--- src/rtl/pgwr_pkg.sv ---
package pgwr_pkg;

    typedef enum logic [1:0] {
        ST_IDLE   = 2'd0,
        ST_LOAD   = 2'd1,
        ST_COMMIT = 2'd2,
        ST_HOLD   = 2'd3
    } pg_state_e;

endpackage

--- src/rtl/pgwr_buf.sv ---
// Page staging storage: one byte and one occupancy flag per slot.
module pgwr_buf #(
    parameter int PAGE = 16,
    parameter int PW   = $clog2(PAGE)
) (
    input  logic          clk,
    input  logic          rst_n,
    input  logic          clr,
    input  logic          wen,
    input  logic [PW-1:0] wofs,
    input  logic [7:0]    wdata,
    input  logic [PW-1:0] rofs,
    output logic [7:0]    rdata,
    output logic          rvld,
    output logic          any
);

    logic [PAGE-1:0] mask;
    logic [7:0]      ent [PAGE];

    for (genvar g = 0; g < PAGE; g++) begin : g_slot
        logic [7:0] d_q;
        logic       v_q;
        always_ff @(posedge clk or negedge rst_n) begin
            if (!rst_n) begin
                v_q <= 1'b0;
                d_q <= 8'h00;
            end else if (clr) begin
                v_q <= 1'b0;
            end else if (wen && wofs == PW'(g)) begin
                v_q <= 1'b1;
                d_q <= wdata;
            end
        end
        assign mask[g] = v_q;
        assign ent[g]  = d_q;
    end

    assign rdata = ent[rofs];
    assign rvld  = mask[rofs];
    assign any   = |mask;

endmodule

--- src/rtl/pgwr_tmr.sv ---
// Down counter that measures the self-timed write window.
module pgwr_tmr #(
    parameter int WCYC = 64,
    parameter int CW   = $clog2(WCYC + 1)
) (
    input  logic clk,
    input  logic rst_n,
    input  logic load,
    input  logic run,
    output logic zero
);

    logic [CW-1:0] cnt_q;

    always_ff @(posedge clk or negedge rst_n) begin
        if (!rst_n)
            cnt_q <= '0;
        else if (load)
            cnt_q <= CW'(WCYC - 1);
        else if (run && cnt_q != '0)
            cnt_q <= cnt_q - 1'b1;
    end

    assign zero = (cnt_q == '0);

endmodule

--- src/rtl/pgwr_seq.sv ---
module pgwr_seq
    import pgwr_pkg::*;
#(
    parameter int WORDS = 256,
    parameter int PAGE  = 16,
    parameter int WCYC  = 64
) (
    input  logic                     clk,
    input  logic                     rst_n,
    input  logic                     wr_begin,
    input  logic [$clog2(WORDS)-1:0] wr_addr,
    input  logic                     byte_vld,
    input  logic [7:0]               byte_data,
    input  logic                     start_evt,
    input  logic                     stop_evt,
    input  logic                     wp,
    output logic                     mem_we,
    output logic [$clog2(WORDS)-1:0] mem_addr,
    output logic [7:0]               mem_wdata,
    output logic                     busy
);

    localparam int AW = $clog2(WORDS);
    localparam int PW = $clog2(PAGE);
    localparam int HW = AW - PW;

    pg_state_e     st_q, st_d;
    logic [HW-1:0] page_q;
    logic [PW-1:0] ofs_q;
    logic [PW-1:0] idx_q;

    logic          buf_clr, buf_wen, buf_rvld, buf_any;
    logic [7:0]    buf_rdata;
    logic          tmr_load, tmr_zero;

    // State register
    always_ff @(posedge clk or negedge rst_n) begin
        if (!rst_n)
            st_q <= ST_IDLE;
        else
            st_q <= st_d;
    end

    // Next state and control strobes
    always_comb begin
        st_d     = st_q;
        buf_clr  = 1'b0;
        buf_wen  = 1'b0;
        tmr_load = 1'b0;
        unique case (st_q)
            ST_IDLE: begin
                if (wr_begin) begin
                    st_d    = ST_LOAD;
                    buf_clr = 1'b1;
                end
            end
            ST_LOAD: begin
                if (wr_begin) begin
                    buf_clr = 1'b1;
                end else if (start_evt) begin
                    st_d = ST_IDLE;
                end else if (stop_evt) begin
                    if (buf_any && !wp) begin
                        st_d     = ST_COMMIT;
                        tmr_load = 1'b1;
                    end else begin
                        st_d = ST_IDLE;
                    end
                end else if (byte_vld) begin
                    buf_wen = 1'b1;
                end
            end
            ST_COMMIT: begin
                if (idx_q == PW'(PAGE - 1))
                    st_d = tmr_zero ? ST_IDLE : ST_HOLD;
            end
            ST_HOLD: begin
                if (tmr_zero)
                    st_d = ST_IDLE;
            end
            default: st_d = ST_IDLE;
        endcase
    end

    // Address tracking
    always_ff @(posedge clk or negedge rst_n) begin
        if (!rst_n) begin
            page_q <= '0;
            ofs_q  <= '0;
            idx_q  <= '0;
        end else begin
            if (buf_clr)
                {page_q, ofs_q} <= wr_addr;
            else if (buf_wen)
                ofs_q <= ofs_q + 1'b1;
            if (tmr_load)
                idx_q <= '0;
            else if (st_q == ST_COMMIT)
                idx_q <= idx_q + 1'b1;
        end
    end

    // Outputs
    always_comb begin
        busy      = (st_q == ST_COMMIT) || (st_q == ST_HOLD);
        mem_we    = (st_q == ST_COMMIT) && buf_rvld;
        mem_addr  = {page_q, idx_q};
        mem_wdata = buf_rdata;
    end

    pgwr_buf #(.PAGE(PAGE), .PW(PW)) u_buf (
        .clk   (clk),
        .rst_n (rst_n),
        .clr   (buf_clr),
        .wen   (buf_wen),
        .wofs  (ofs_q),
        .wdata (byte_data),
        .rofs  (idx_q),
        .rdata (buf_rdata),
        .rvld  (buf_rvld),
        .any   (buf_any)
    );

    pgwr_tmr #(.WCYC(WCYC)) u_tmr (
        .clk   (clk),
        .rst_n (rst_n),
        .load  (tmr_load),
        .run   (busy),
        .zero  (tmr_zero)
    );

endmodule

--- config.mk ---
export PLATFORM = sky130hd
export DESIGN_NAME = pgwr_seq
export DESIGN_NICKNAME = d
export VERILOG_FILES = /design/src/rtl/pgwr_pkg.sv /design/src/rtl/pgwr_buf.sv /design/src/rtl/pgwr_tmr.sv /design/src/rtl/pgwr_seq.sv
export SDC_FILE = /design/constraint.sdc
export NUM_CORES = 1
export LEC_CHECK = 0
export BUFFER_PORTS_ARGS = -buffer_cell sky130_fd_sc_hd__buf_2
export CORE_ASPECT_RATIO = 1.5
export CORE_MARGIN = 5
export CORE_UTILIZATION = 40
export DETAILED_ROUTE_END_ITERATION = 6
export PLACE_DENSITY = 0.64
export SYNTH_ARGS = -nofsm -noshare
export SYNTH_HDL_FRONTEND = slang
export SYNTH_SLANG_ARGS = --single-unit
--- constraint.sdc ---
create_clock -name clk -period 3.3 [get_ports clk]
set_input_delay 0.33 -clock clk [delete_from_list [all_inputs] [get_ports clk]]
set_output_delay 0.33 -clock clk [all_outputs]
set_load 0.05 [all_outputs]
Word-level counts from Yosys, hierarchy flattened
Index checks and enable logic that the tools add are counted.

Flip-flop bits (word level): 165. Latch bits: 0. Memory bits (writable): 0. Bits in read-only memories: 0. Bits of input ports: 23. Output and inout port bits: 18. Word-level logic and storage cells: 195. Memories: 0.

Add/sub/neg operators: 3. Multiply operators: 0. Divide/modulo/power cells: 0. Magnitude comparators: 2. Eq/ne operators: 24. Shifts and indexed selects: 0. Multiplexer cells: 64. Bitwise logic cells: 2. Reductions and logical operators: 63.

Operators with widths (number): $mux 1 (45); $reduce_bool 2->1 (19); $eq 4x4->1 const B (9); $bmux 8 s4 (1); $reduce_and 2->1 (16); $logic_and 1x1->1 (19); $eq 4x3->1 const B (4); $mux 2 (8); $mux 4 (4); $mux 8 (2); $reduce_or 16->1 (1); $mux 7 (2); $add 4x1->4 const B (2); $eq 4x2->1 const B (2); $ne 2x2->1 const B (4); $pmux 2 s4 (1); $logic_not 7->1 (1); $reduce_bool 7->1 (1); $sub 7x1->7 const B (1); $ge 5x5->1 const B (1); $lt 4x5->1 const B (1); $not 4->5 (1); $reduce_and 5->1 (1); $bmux 1 s4 (1); 10 further kinds (11).

Logic depth before layout (Yosys ltp)
Gate-level depths: netlist (run 1).

Depth in word-level cells: 8. Mapped depth: 7. Gate-level depth less buffers: 6.

By module
From an unflattened synthesis (run 1), not the netlist that was laid out.

Cells, all modules: 536. Area total of the unflattened synthesis: 7741.2 µm².

By module, submodules not included: pgwr_buf (times used 1, cells each 420, area an instance 6617.6 µm², seq. area each 3603.5 µm²); pgwr_seq (times used 1, cells each 81, area an instance 743.2 µm², seq. area each 350.3 µm²); pgwr_tmr (times used 1, cells each 35, area an instance 380.4 µm², seq. area each 175.2 µm²).

Least setup slack after synthesis (run 1)
Ideal clock, no wire load.

Path type: reg-to-output. Start point: register idx_q[0]. End point: output mem_we. Arrival: 2.832 ns. Data required time: 2.970 ns. Path slack: 0.138 ns. Cell stages (with the launch flop): 7. Path buffers: 3. Path through: dfrtp_1 buf_2 buf_4 buf_4 mux2i_1 a311o_1 a21boi_0.

Longest elaborated chain between the ends: 3.

RTL lines: start: declaration (line pgwr_seq.sv:30) `logic [PW-1:0] idx_q;`; start signal: assignment (line pgwr_seq.sv:99) `idx_q <= idx_q + 1'b1;`; $bmux 1 s4 (line pgwr_buf.sv:40) `assign rvld = mask[rofs];`; $mux 1 (implied by the code) (line pgwr_buf.sv:40); $logic_and 1x1->1 (line pgwr_seq.sv:106) `mem_we = (st_q == ST_COMMIT) && buf_rvld;`; end: declaration (line pgwr_seq.sv:17) `output logic mem_we,`.

Every way passes these cells. The select of a mux whose other input is x is not followed.

Worst setup path after layout (run 1)
Start point: register idx_q[2]. End point: output mem_wdata[4].

Longest elaborated chain between the ends: 4.

RTL lines: $not 4->5 (implied by the code) (line pgwr_buf.sv:39) `assign rdata = ent[rofs];`; $bmux 8 s4 (line pgwr_buf.sv:39); $mux 8 (implied by the code) (2 in series) (line pgwr_buf.sv:39); end: declaration (line pgwr_seq.sv:19) `output logic [7:0] mem_wdata,`.

Every way passes these cells. The select of a mux whose other input is x is not followed.

==> results.json, run 1 <==
{
  "outcome": "finished clean",
  "wl_per_cell_um": 21.1,
  "switching_share_pct": 22.4,
  "start_util_pct": 40.8,
  "cts_resized": 0,
  "syn_inst": 547,
  "synth_cell_types": 48,
  "leakage_uw": 0.00449,
  "p_sw_uw": 944,
  "die-area_mm2": 0.0232,
  "clockBufferDepth": 2,
  "relSlewSlack_pct": 38.5,
  "vias": 4730,
  "crit_path_start_kind": "register",
  "fp.dieH_um": 184,
  "ys_ff_latch": 165,
  "synth_seq_area_share_pct": 51.2,
  "skew_ns": 0.00743,
  "worstSetupPathType": "reg2out",
  "grt_overflow": 0,
  "async_flop_share_pct": 100,
  "grt_antenna_before_repair": 0,
  "seqPwrFrac_pct": 48.7,
  "tritoncts": "built",
  "required_ns": 2.97,
  "htree_levels": 4,
  "clk_latency_ns": 0.42,
  "fin_hold_ws_ns": 0.0907,
  "numCtsBuffers": 17,
  "setup_viol": 0,
  "grt_use_total_pct": 16.4,
  "antenna_left": 0,
  "hold_path_class": "in2reg",
  "coreArea_mm2": 0.0198,
  "die_x_um": 126,
  "rsz0062_at_grt": "no",
  "cts_setup_buffers": 0,
  "power_frac_clock_pct": 48.1,
  "top_layer_used": "met4",
  "tns_ns": 0,
  "syn_nets": 576,
  "detailedPlace.worstSlack_ns": 0.890,
  "diodes": 0,
  "synth-main-ff-cell": "dfrtp_1",
  "wl_um": 18100,
  "slew_viol_final": 0,
  "drt_iter0_drc": 260,
  "grt_pass1_vias": 5213,
  "fin_crit_sh_pct": 86.1,
  "met1_length_um": 7360,
  "io_buffers": 40,
  "regArea_mm2": 0.00413,
  "fillCellCount": 1677,
  "post-route-drc-count": 0,
  "synth-edff-count": 0,
  "place.gp.congestion": 0.755,
  "max_freq_mhz": 352,
  "nets": 610,
  "viasPerCell": 5.54,
  "power_frac_comb_pct": 3.2,
  "root_buffer": "clkbuf_16",
  "hpwlAfterDp_um": 12300,
  "wl_met2_um": 9520,
  "rows": 63,
  "flow.area_growth_from_synthesis_pct": 13.0,
  "clkSinkCount": 165,
  "detail_route.first_pass.iterations": 4,
  "grt_start_max_net_pins": 70,
  "cts.clk_slew.worst_paths_ns": 0.07,
  "wl_met3_um": 813,
  "multi_input_area_mm2": 0.00369,
  "tightest_slew_ns": 0.919,
  "grt_pass1_wl_um": 29500,
  "setup_ws_ns": 0.459,
  "drive_above_1_share_pct": 44.1,
  "ys.warnings.count": 0,
  "powerDensity_mw_per_mm2": 461,
  "internal_power_uw": 3260,
  "peakVddDrop_v": 0.000345,
  "cp_max_fo": 10,
  "io-pin-count": 41,
  "finalCriticalPeriod_ns": 2.84,
  "synth_area_mm2": 0.00806,
  "finalHoldViolations": 0,
  "worstPathArrival_ns": 2.51,
  "maxCapViolCount": 0,
  "end_kind": "primary output",
  "synth_area_per_cell_um2": 14.7
}
## stage by stage
step / instance area (µm²) / cells / utilization (%) / power, µW
after floorplan: 8060 / 547 / - / 2140
after global placement: 8490 / 821 / 42.9 / 2220
after detailed placement: 8490 / 821 / 42.9 / 2220
after CTS: 9110 / 854 / 46.0 / 4250
after global routing: 9110 / 854 / 46.0 / 4350
final: 9110 / 854 / 46.0 / 4200
## worst max-delay path, stage by stage, from the launching register on
cell,delay (ns)
dfrtp_1,0.50
inv_1,0.14
nor2_1,0.66
a22oi_1,0.33
nand2_1,0.17
buf_2,0.28
## final cells by class
| class | instances | share of cell area [%] |
|---|---|---|
| flip-flops and latches | 165 | 45.4 |
| clock inverters | 15 | 1.98 |
| well taps | 260 | 3.57 |
| multi-input cells | 331 | 40.5 |
| inverters | 15 | 0.618 |
| clock buffers | 17 | 4.67 |
| repair buffers | 51 | 3.34 |
## layer usage
metal	vias to the layer above	track usage, %
met2	114	28.3
met4	0	5.97
met3	23	3.43
met1	2512	20.5
met5	-	0
li1	2081	-
## power by group through the flow
stage	clock network, µW	logic, µW	registers, µW
global placement	0	135	2080
CTS	2070	142	2050
finish	2020	136	2050
global route	2150	154	2050
detailed placement	0	140	2080
floorplan	0	54.9	2090
## placed cells by master (no fill, tap or decap), types with 4 or more instances in the layout
master	synthesis	layout
dfrtp_1	165	163
clkbuf_16	0	17
nand4_4	4	4
nand2_8	8	8
buf_4	7	9
a21oi_1	16	16
ha_1	6	6
o211ai_1	5	5
nand3_1	5	5
nor4_1	4	4
nor2_1	16	16
nand2_1	35	35
mux2_4	64	64
clkinv_4	0	4
nand2_4	4	4
buf_2	5	39
mux2_2	61	61
a22oi_1	17	17
nor2b_1	5	5
mux4_2	34	34
inv_1	15	15
## synthesized netlist by cell type (4+ instances only)
library cell,instances,share of area [%]
a22oi_1,17,1.6
mux4_2,34,9.5
mux2_4,64,12
o211ai_1,5,0.47
buf_2,5,0.31
clkbuf_1,20,0.93
nand3_1,5,0.31
inv_1,15,0.70
nand2_8,8,2.0
mux2_2,61,8.5
buf_4,7,0.65
nor2_1,16,0.74
nand4_4,4,1.1
nor2b_1,5,0.39
dfrtp_1,165,51
a21oi_1,16,0.99
nand2_1,35,1.6
ha_1,6,0.93
nor4_1,4,0.31
nand2_4,4,0.56
## path summary, 6_finish.rpt
| kind | cells after the start | slack, ns | from | end |
|---|---|---|---|---|
| worst min-delay path | 3 | 0.09 | wr_addr[7] | page_q[3] |
| max in group asynchronous | 3 | 1.96 | rst_n | u_buf.g_slot[5].d_q[7] |
| min in group asynchronous | 2 | 0.48 | rst_n | u_buf.g_slot[1].d_q[4] |
| worst max register to register | 4 | 0.98 | st_q[1] | u_buf.g_slot[13].d_q[5] |
| worst min register to register | 2 | 0.47 | page_q[0] | page_q[0] |
| worst max-delay path | 5 | 0.46 | idx_q[2] | mem_wdata[4] |
## logic make-up after synthesis
group,Yosys count,synth area share (%)
flip-flops,165,51.2
adder cells (fa/ha/maj),6,0.931
AND/OR/NAND/NOR,101,8.94
multiplexers,165,30.7
AO/OA/AOI/OAI,54,4.59
XOR/XNOR,5,0.543
buffers and inverters,51,3.06
## timing repair
action                     CTS  global route
setup endpoints to repair    0             0
hold endpoints to repair    65             0
hold buffers                 1             0
## registers in the layout (all words and copies together) (netlist names)
signal            cells
idx_q                 4
st_q                  2
ofs_q                 4
u_buf.g_slot.v_q     16
page_q                4
u_buf.g_slot.d_q    128
u_tmr.cnt_q           7
Power figures use the tool's default switching activity.
==> run 2: changes to the inputs <==
--- a/config.mk
+++ b/config.mk
@@ -5,12 +5,13 @@
 export SDC_FILE = /design/constraint.sdc
 export NUM_CORES = 1
 export LEC_CHECK = 0
-export BUFFER_PORTS_ARGS = -buffer_cell sky130_fd_sc_hd__buf_2
 export CORE_ASPECT_RATIO = 1.5
 export CORE_MARGIN = 5
 export CORE_UTILIZATION = 40
+export CTS_BUF_LIST = sky130_fd_sc_hd__clkbuf_8
 export DETAILED_ROUTE_END_ITERATION = 6
-export PLACE_DENSITY = 0.64
+export DONT_BUFFER_PORTS = 1
+export PLACE_DENSITY = 0.62
 export SYNTH_ARGS = -nofsm -noshare
 export SYNTH_HDL_FRONTEND = slang
 export SYNTH_SLANG_ARGS = --single-unit
==> run 2 against run 1 <==
Compared with the run above:
- the run now ends with negative hold slack left
- global-route usage rose by 0.35 points
- sequential share of layout area increased by 0.78 points
- total power is 15% lower
- critical endpoint is now mem_wdata[0]
==> results.json, run 2 (same netlist as run 1, synthesis figures left out) <==
{
  "grt_pass1_wl_um": 29800,
  "reg2reg_from": "st_q[1]",
  "viasPerCell": 5.57,
  "fillCellCount": 1780,
  "htree_levels": 4,
  "rows": 63,
  "clkSinkCount": 165,
  "detail_route.first_pass.iterations": 4,
  "die_x_um": 126,
  "fin_cells": 841,
  "grt_pass1_vias": 5183,
  "cts_resized": 0,
  "cp_max_fo": 33,
  "largest_register_ffs": 128,
  "most-common-layout-cells": "dfrtp_1 (163), mux2_4 (64), mux2_2 (61)",
  "violations": "negative hold slack",
  "cp-endpoint": "mem_wdata[0]",
  "die-area_mm2": 0.0232,
  "numCtsBuffers": 17,
  "critPathMaxStageDelay_ns": 0.57,
  "end_kind": "primary output",
  "max_freq_mhz": 335,
  "fin_crit_sh_pct": 90.5,
  "peakVddDrop_v": 0.000198,
  "leakage_uw": 0.00433,
  "root_buffer": "clkbuf_8",
  "antenna_left": 0,
  "total_power_uw": 3550,
  "grt_use_total_pct": 16.8,
  "finalCriticalPeriod_ns": 2.98,
  "hold_buffers": 22,
  "io_buffers": 0,
  "post-route-drc-count": 0,
  "final_common_cell": "dfrtp_1",
  "relSlewSlack_pct": 43.6,
  "clk_latency_ns": 0.46,
  "diodes": 0,
  "finalHoldViolations": 165,
  "nets": 597,
  "required_ns": 2.97,
  "flow.area_growth_from_synthesis_pct": 11.1,
  "maxCapViolCount": 0,
  "skew_ns": 0.0125,
  "crit_path_start_kind": "register",
  "clockBufferDepth": 2,
  "hold_path_class": "in2async",
  "rsz0062_at_grt": "no",
  "r2r_cells": 4,
  "drive_above_1_share_pct": 37.5,
  "tns_ns": 0,
  "wl_um": 19200,
  "r2r-end": "u_buf.g_slot[5].d_q[0]",
  "fin_hold_ws_ns": -0.429,
  "largestRegisters": "u_buf.g_slot.d_q (128), u_buf.g_slot.v_q (16), u_tmr.cnt_q (7)",
  "slew_viol_final": 0,
  "wl_per_cell_um": 22.8,
  "start_util_pct": 40.8,
  "tightest_slew_ns": 0.845,
  "worstSetupPathType": "reg2out",
  "cts_setup_buffers": 0,
  "io-pin-count": 41,
  "worstPathArrival_ns": 2.65,
  "hpwlAfterDp_um": 11600,
  "coreArea_mm2": 0.0198,
  "grt_antenna_before_repair": 0,
  "placed_cells": 780,
  "place.gp.congestion": 0.764,
  "grt_start_max_net_pins": 166,
  "setup_ws_ns": 0.315,
  "cts.clk_slew.worst_paths_ns": 0.09,
  "vias": 4684,
  "grt_overflow": 0,
  "largest-register": "u_buf.g_slot.d_q",
  "fp.dieH_um": 184,
  "path_cells": "buf_12 > mux4_2 > a22oi_1 > nand2_1",
  "cp-startpoint": "idx_q[0]",
  "drt_iter0_drc": 297,
  "tritoncts": "built",
  "outcome": "finished, violations left",
  "powerDensity_mw_per_mm2": 397,
  "reg2reg_slack_ns": 0.93,
  "setup_viol": 0,
  "detailedPlace.worstSlack_ns": 0.749,
  "crit_path_top_delay_cell": "dfrtp_2"
}
-- run 2: changes by cell type in the layout (fill, tap and decap cells not counted), moves of 3 or more --
cell,before,now
clkbuf_8,0,22
dlygate4sd3_1,1,29
inv_1,15,18
clkbuf_16,17,0
clkinv_4,4,1
buf_2,39,0
-- run 2: worst min-delay path by stage --
| stage | from | endpoint | slack (ns) | cells past startpoint |
|---|---|---|---|---|
| floorplan | rst_n | idx_q[0] | 0.03 | 0 |
| global placement | rst_n | u_buf.g_slot[1].d_q[3] | 0.05 | 0 |
| detailed placement | rst_n | u_buf.g_slot[1].d_q[3] | 0.05 | 0 |
| CTS | rst_n | u_tmr.cnt_q[0] | -0.46 | 0 |
| global route | rst_n | st_q[1] | -0.48 | 0 |
| finish | rst_n | st_q[0] | -0.43 | 0 |
-- run 2: through the flow --
step	util (%)	instance area, µm²
floorplan	-	8060
finish	45.3	8960
global placement	41.9	8280
detailed placement	41.9	8280
global route	45.3	8960
CTS	44.9	8890
-- run 2: area by class of cell --
| type | count | area [µm²] | share of cell area, % |
|---|---|---|---|
| Clock inverter | 10 | 82.6 | 0.922 |
| Inverter | 15 | 56.3 | 0.629 |
| Clock buffer | 22 | 303 | 3.38 |
| Tap cell | 260 | 325 | 3.63 |
| Multi-Input combinational cell | 331 | 3690 | 41.2 |
| Sequential cell | 165 | 4130 | 46.1 |
| Timing Repair Buffer | 38 | 370 | 4.14 |
-- run 2: critical path: cells and delay by family, from the launching register on --
kind	cells	cell delay [ns]
flops	1	0.57
buf+inv	1	0.33
simple gates	1	0.40
compound gates	1	0.32
mux	1	0.55
-- run 2: power by group --
group	switching, µW	internal, µW	total [µW]	leakage, µW
registers	22.7	2030	2050	0.00224
clock network	724	687	1410	0.000201
logic	48.0	40.7	88.6	0.00189
-- run 2: metal layers --
layer | part of all wire (%) | GRT usage [%] | vias up | wire length [µm]
li1 | - | - | 2048 | -
met1 | 39 | 19.5 | 2472 | 7500
met2 | 54 | 29.7 | 139 | 10300
met3 | 5.2 | 4.83 | 25 | 995
met4 | 2.0 | 5.75 | 0 | 383
met5 | 0 | 0 | - | 0
==> run 3: changes to the inputs <==
--- a/config.mk
+++ b/config.mk
@@ -5,13 +5,16 @@
 export SDC_FILE = /design/constraint.sdc
 export NUM_CORES = 1
 export LEC_CHECK = 0
+export CELL_PAD_IN_SITES_DETAIL_PLACEMENT = 1
+export CELL_PAD_IN_SITES_GLOBAL_PLACEMENT = 2
 export CORE_ASPECT_RATIO = 1.5
 export CORE_MARGIN = 5
 export CORE_UTILIZATION = 40
 export CTS_BUF_LIST = sky130_fd_sc_hd__clkbuf_8
 export DETAILED_ROUTE_END_ITERATION = 6
 export DONT_BUFFER_PORTS = 1
-export PLACE_DENSITY = 0.62
+export PLACE_DENSITY = 0.78
+export SETUP_SLACK_MARGIN = 0.5
 export SYNTH_ARGS = -nofsm -noshare
 export SYNTH_HDL_FRONTEND = slang
 export SYNTH_SLANG_ARGS = --single-unit
==> run 3 against run 2 <==
Compared with the run above:
- the flow still finishes with violations (negative hold slack)
- combinational power is 9.0% higher
- flip-flop and latch count stayed put
- routed wire length is 6.7% higher
- sequential share of layout area is 0.30 points lower
- fmax is 12% higher
- clock power is 9.9% higher
- critical endpoint is now mem_we
- highest routed layer unchanged
==> results.json, run 3 (same netlist as run 1, synthesis figures left out) <==
{
  "cp_max_fo": 7,
  "finalCriticalPeriod_ns": 2.66,
  "cp_common_cell": "buf_4",
  "leakage_uw": 0.00435,
  "die_x_um": 126,
  "drive_above_1_share_pct": 39.9,
  "critPathMaxStageDelay_ns": 0.53,
  "max_freq_mhz": 376,
  "detailedPlace.worstSlack_ns": 0.769,
  "clockBufferDepth": 2,
  "numCtsBuffers": 17,
  "crit_path_top_delay_cell": "dfrtp_4",
  "post-route-cell-area_mm2": 0.00903,
  "fin_hold_ws_ns": -0.449,
  "relSlewSlack_pct": 29.3,
  "coreArea_mm2": 0.0198,
  "setup_viol": 0,
  "largest-register": "u_buf.g_slot.d_q",
  "skew_ns": 0.0110,
  "tns_ns": 0,
  "antenna_left": 0,
  "violations": "negative hold slack",
  "grt_pass1_wl_um": 32200,
  "nets": 598,
  "cp-startpoint": "idx_q[0]",
  "die-area_mm2": 0.0232,
  "grt_start_max_net_pins": 166,
  "cts.clk_slew.worst_paths_ns": 0.09,
  "hpwlAfterDp_um": 12600,
  "flow.area_growth_from_synthesis_pct": 12.0,
  "hold_path_class": "in2async",
  "grt_use_total_pct": 18.2,
  "htree_levels": 4,
  "clkSinkCount": 165,
  "final_common_cell": "dfrtp_1",
  "largestRegisters": "u_buf.g_slot.d_q (128), u_buf.g_slot.v_q (16), u_tmr.cnt_q (7)",
  "end_kind": "primary output",
  "rsz0062_at_grt": "no",
  "vias": 4675,
  "tritoncts": "built",
  "root_buffer": "clkbuf_8",
  "place.gp.congestion": 0.748,
  "rows": 63,
  "grt_overflow": 0,
  "grt_pass1_vias": 5506,
  "finalHoldViolations": 165,
  "viasPerCell": 5.55,
  "required_ns": 2.97,
  "io-pin-count": 41,
  "diodes": 0,
  "detail_route.first_pass.iterations": 4,
  "clk_latency_ns": 0.47,
  "peakVddDrop_v": 0.000234,
  "tightest_slew_ns": 1.06,
  "worstSetupPathType": "reg2out",
  "dpl_cell_area_mm2": 0.00830,
  "start_util_pct": 40.8,
  "post-route-drc-count": 0,
  "grt_antenna_before_repair": 0,
  "slew_viol_final": 0,
  "maxCapViolCount": 0,
  "fp.dieH_um": 184,
  "wl_um": 20500,
  "io_buffers": 0,
  "fin_crit_sh_pct": 80.5,
  "powerDensity_mw_per_mm2": 409,
  "worstPathArrival_ns": 2.33,
  "drt_iter0_drc": 314,
  "outcome": "finished, violations left",
  "largest_register_ffs": 128,
  "most-common-layout-cells": "dfrtp_1 (162), mux2_4 (64), mux2_2 (61)",
  "crit_path_start_kind": "register",
  "reg2reg_from": "st_q[1]",
  "wl_per_cell_um": 24.3,
  "reg2reg_slack_ns": 0.96,
  "path_cells": "buf_4 > mux4_2 > o2bb2ai_1 > a311o_1 > a21boi_1 > buf_4",
  "setup_ws_ns": 0.643
}
[run 3: changes by cell type in the layout (fill, tap and decap cells not counted), moves of 2 or more]
cell / previous run / this run
buf_12: 1 / 3
dlygate4sd3_1: 29 / 25
buf_4: 8 / 11
clkbuf_8: 22 / 20
nand2_2: 0 / 4
inv_1: 18 / 15
inv_6: 0 / 6
nand2_1: 35 / 31
dfrtp_4: 0 / 2
[run 3: critical path, delay by kind of cell, from the launching register on]
kind            cells  cell delay [ns]
compound gates      3             0.57
buf+inv             2             0.43
mux                 1             0.34
flops               1             0.53
[run 3: timing repair]
action | CTS | global route
gates resized for setup | 7 | 0
buffers inserted | 2 | 1
hold buffers | 21 | 4
setup endpoints to repair | 9 | 2
endpoints found under the hold margin | 287 | 170
[run 3: final timing paths]
path / end / depth (start not counted)
max: mem_we / 6
min: u_tmr.cnt_q[0] / 0
max reg2reg: u_buf.g_slot[9].d_q[2] / 4
min reg2reg: u_buf.g_slot[2].d_q[7] / 1
max in group asynchronous: u_buf.g_slot[14].d_q[2] / 0
min in group clk: u_buf.g_slot[13].d_q[3] / 1
[run 3: stage by stage]
stage | hold WS, ns | std cells | total power (µW) | utilization, %
after floorplan | 0.0344 | 547 | 2140 | -
after global placement | 0.0404 | 782 | 2140 | 41.9
after detailed placement | 0.0405 | 782 | 2140 | 41.9
after CTS | -0.474 | 837 | 3730 | 45.3
after global routing | -0.486 | 842 | 3840 | 45.6
final | -0.449 | 842 | 3700 | 45.6
[run 3: layer usage]
layer,part of all wire [%],up-vias,wire length (µm),GRT usage [%]
li1,-,2042,-,-
met1,38,2509,7750,21.3
met2,55,93,11300,32.6
met3,4.7,31,954,4.24
met4,2.3,0,461,6.35
met5,0,-,0,0
[run 3: final cells by class]
class / count / area, µm²
clock buffers: 20 / 275
fillers: 1946 / 10800
multi-input cells: 331 / 3700
clock inverters: 12 / 141
inverters: 15 / 56.3
well taps: 260 / 325
repair buffers: 39 / 393
flip-flops and latches: 165 / 4140
[run 3: power breakdown]
group | leakage [µW] | internal [µW] | switching (µW)
combinational | 0.00190 | 37.5 | 59.1
clock | 0.000208 | 748 | 798
sequential | 0.00224 | 2030 | 23.2
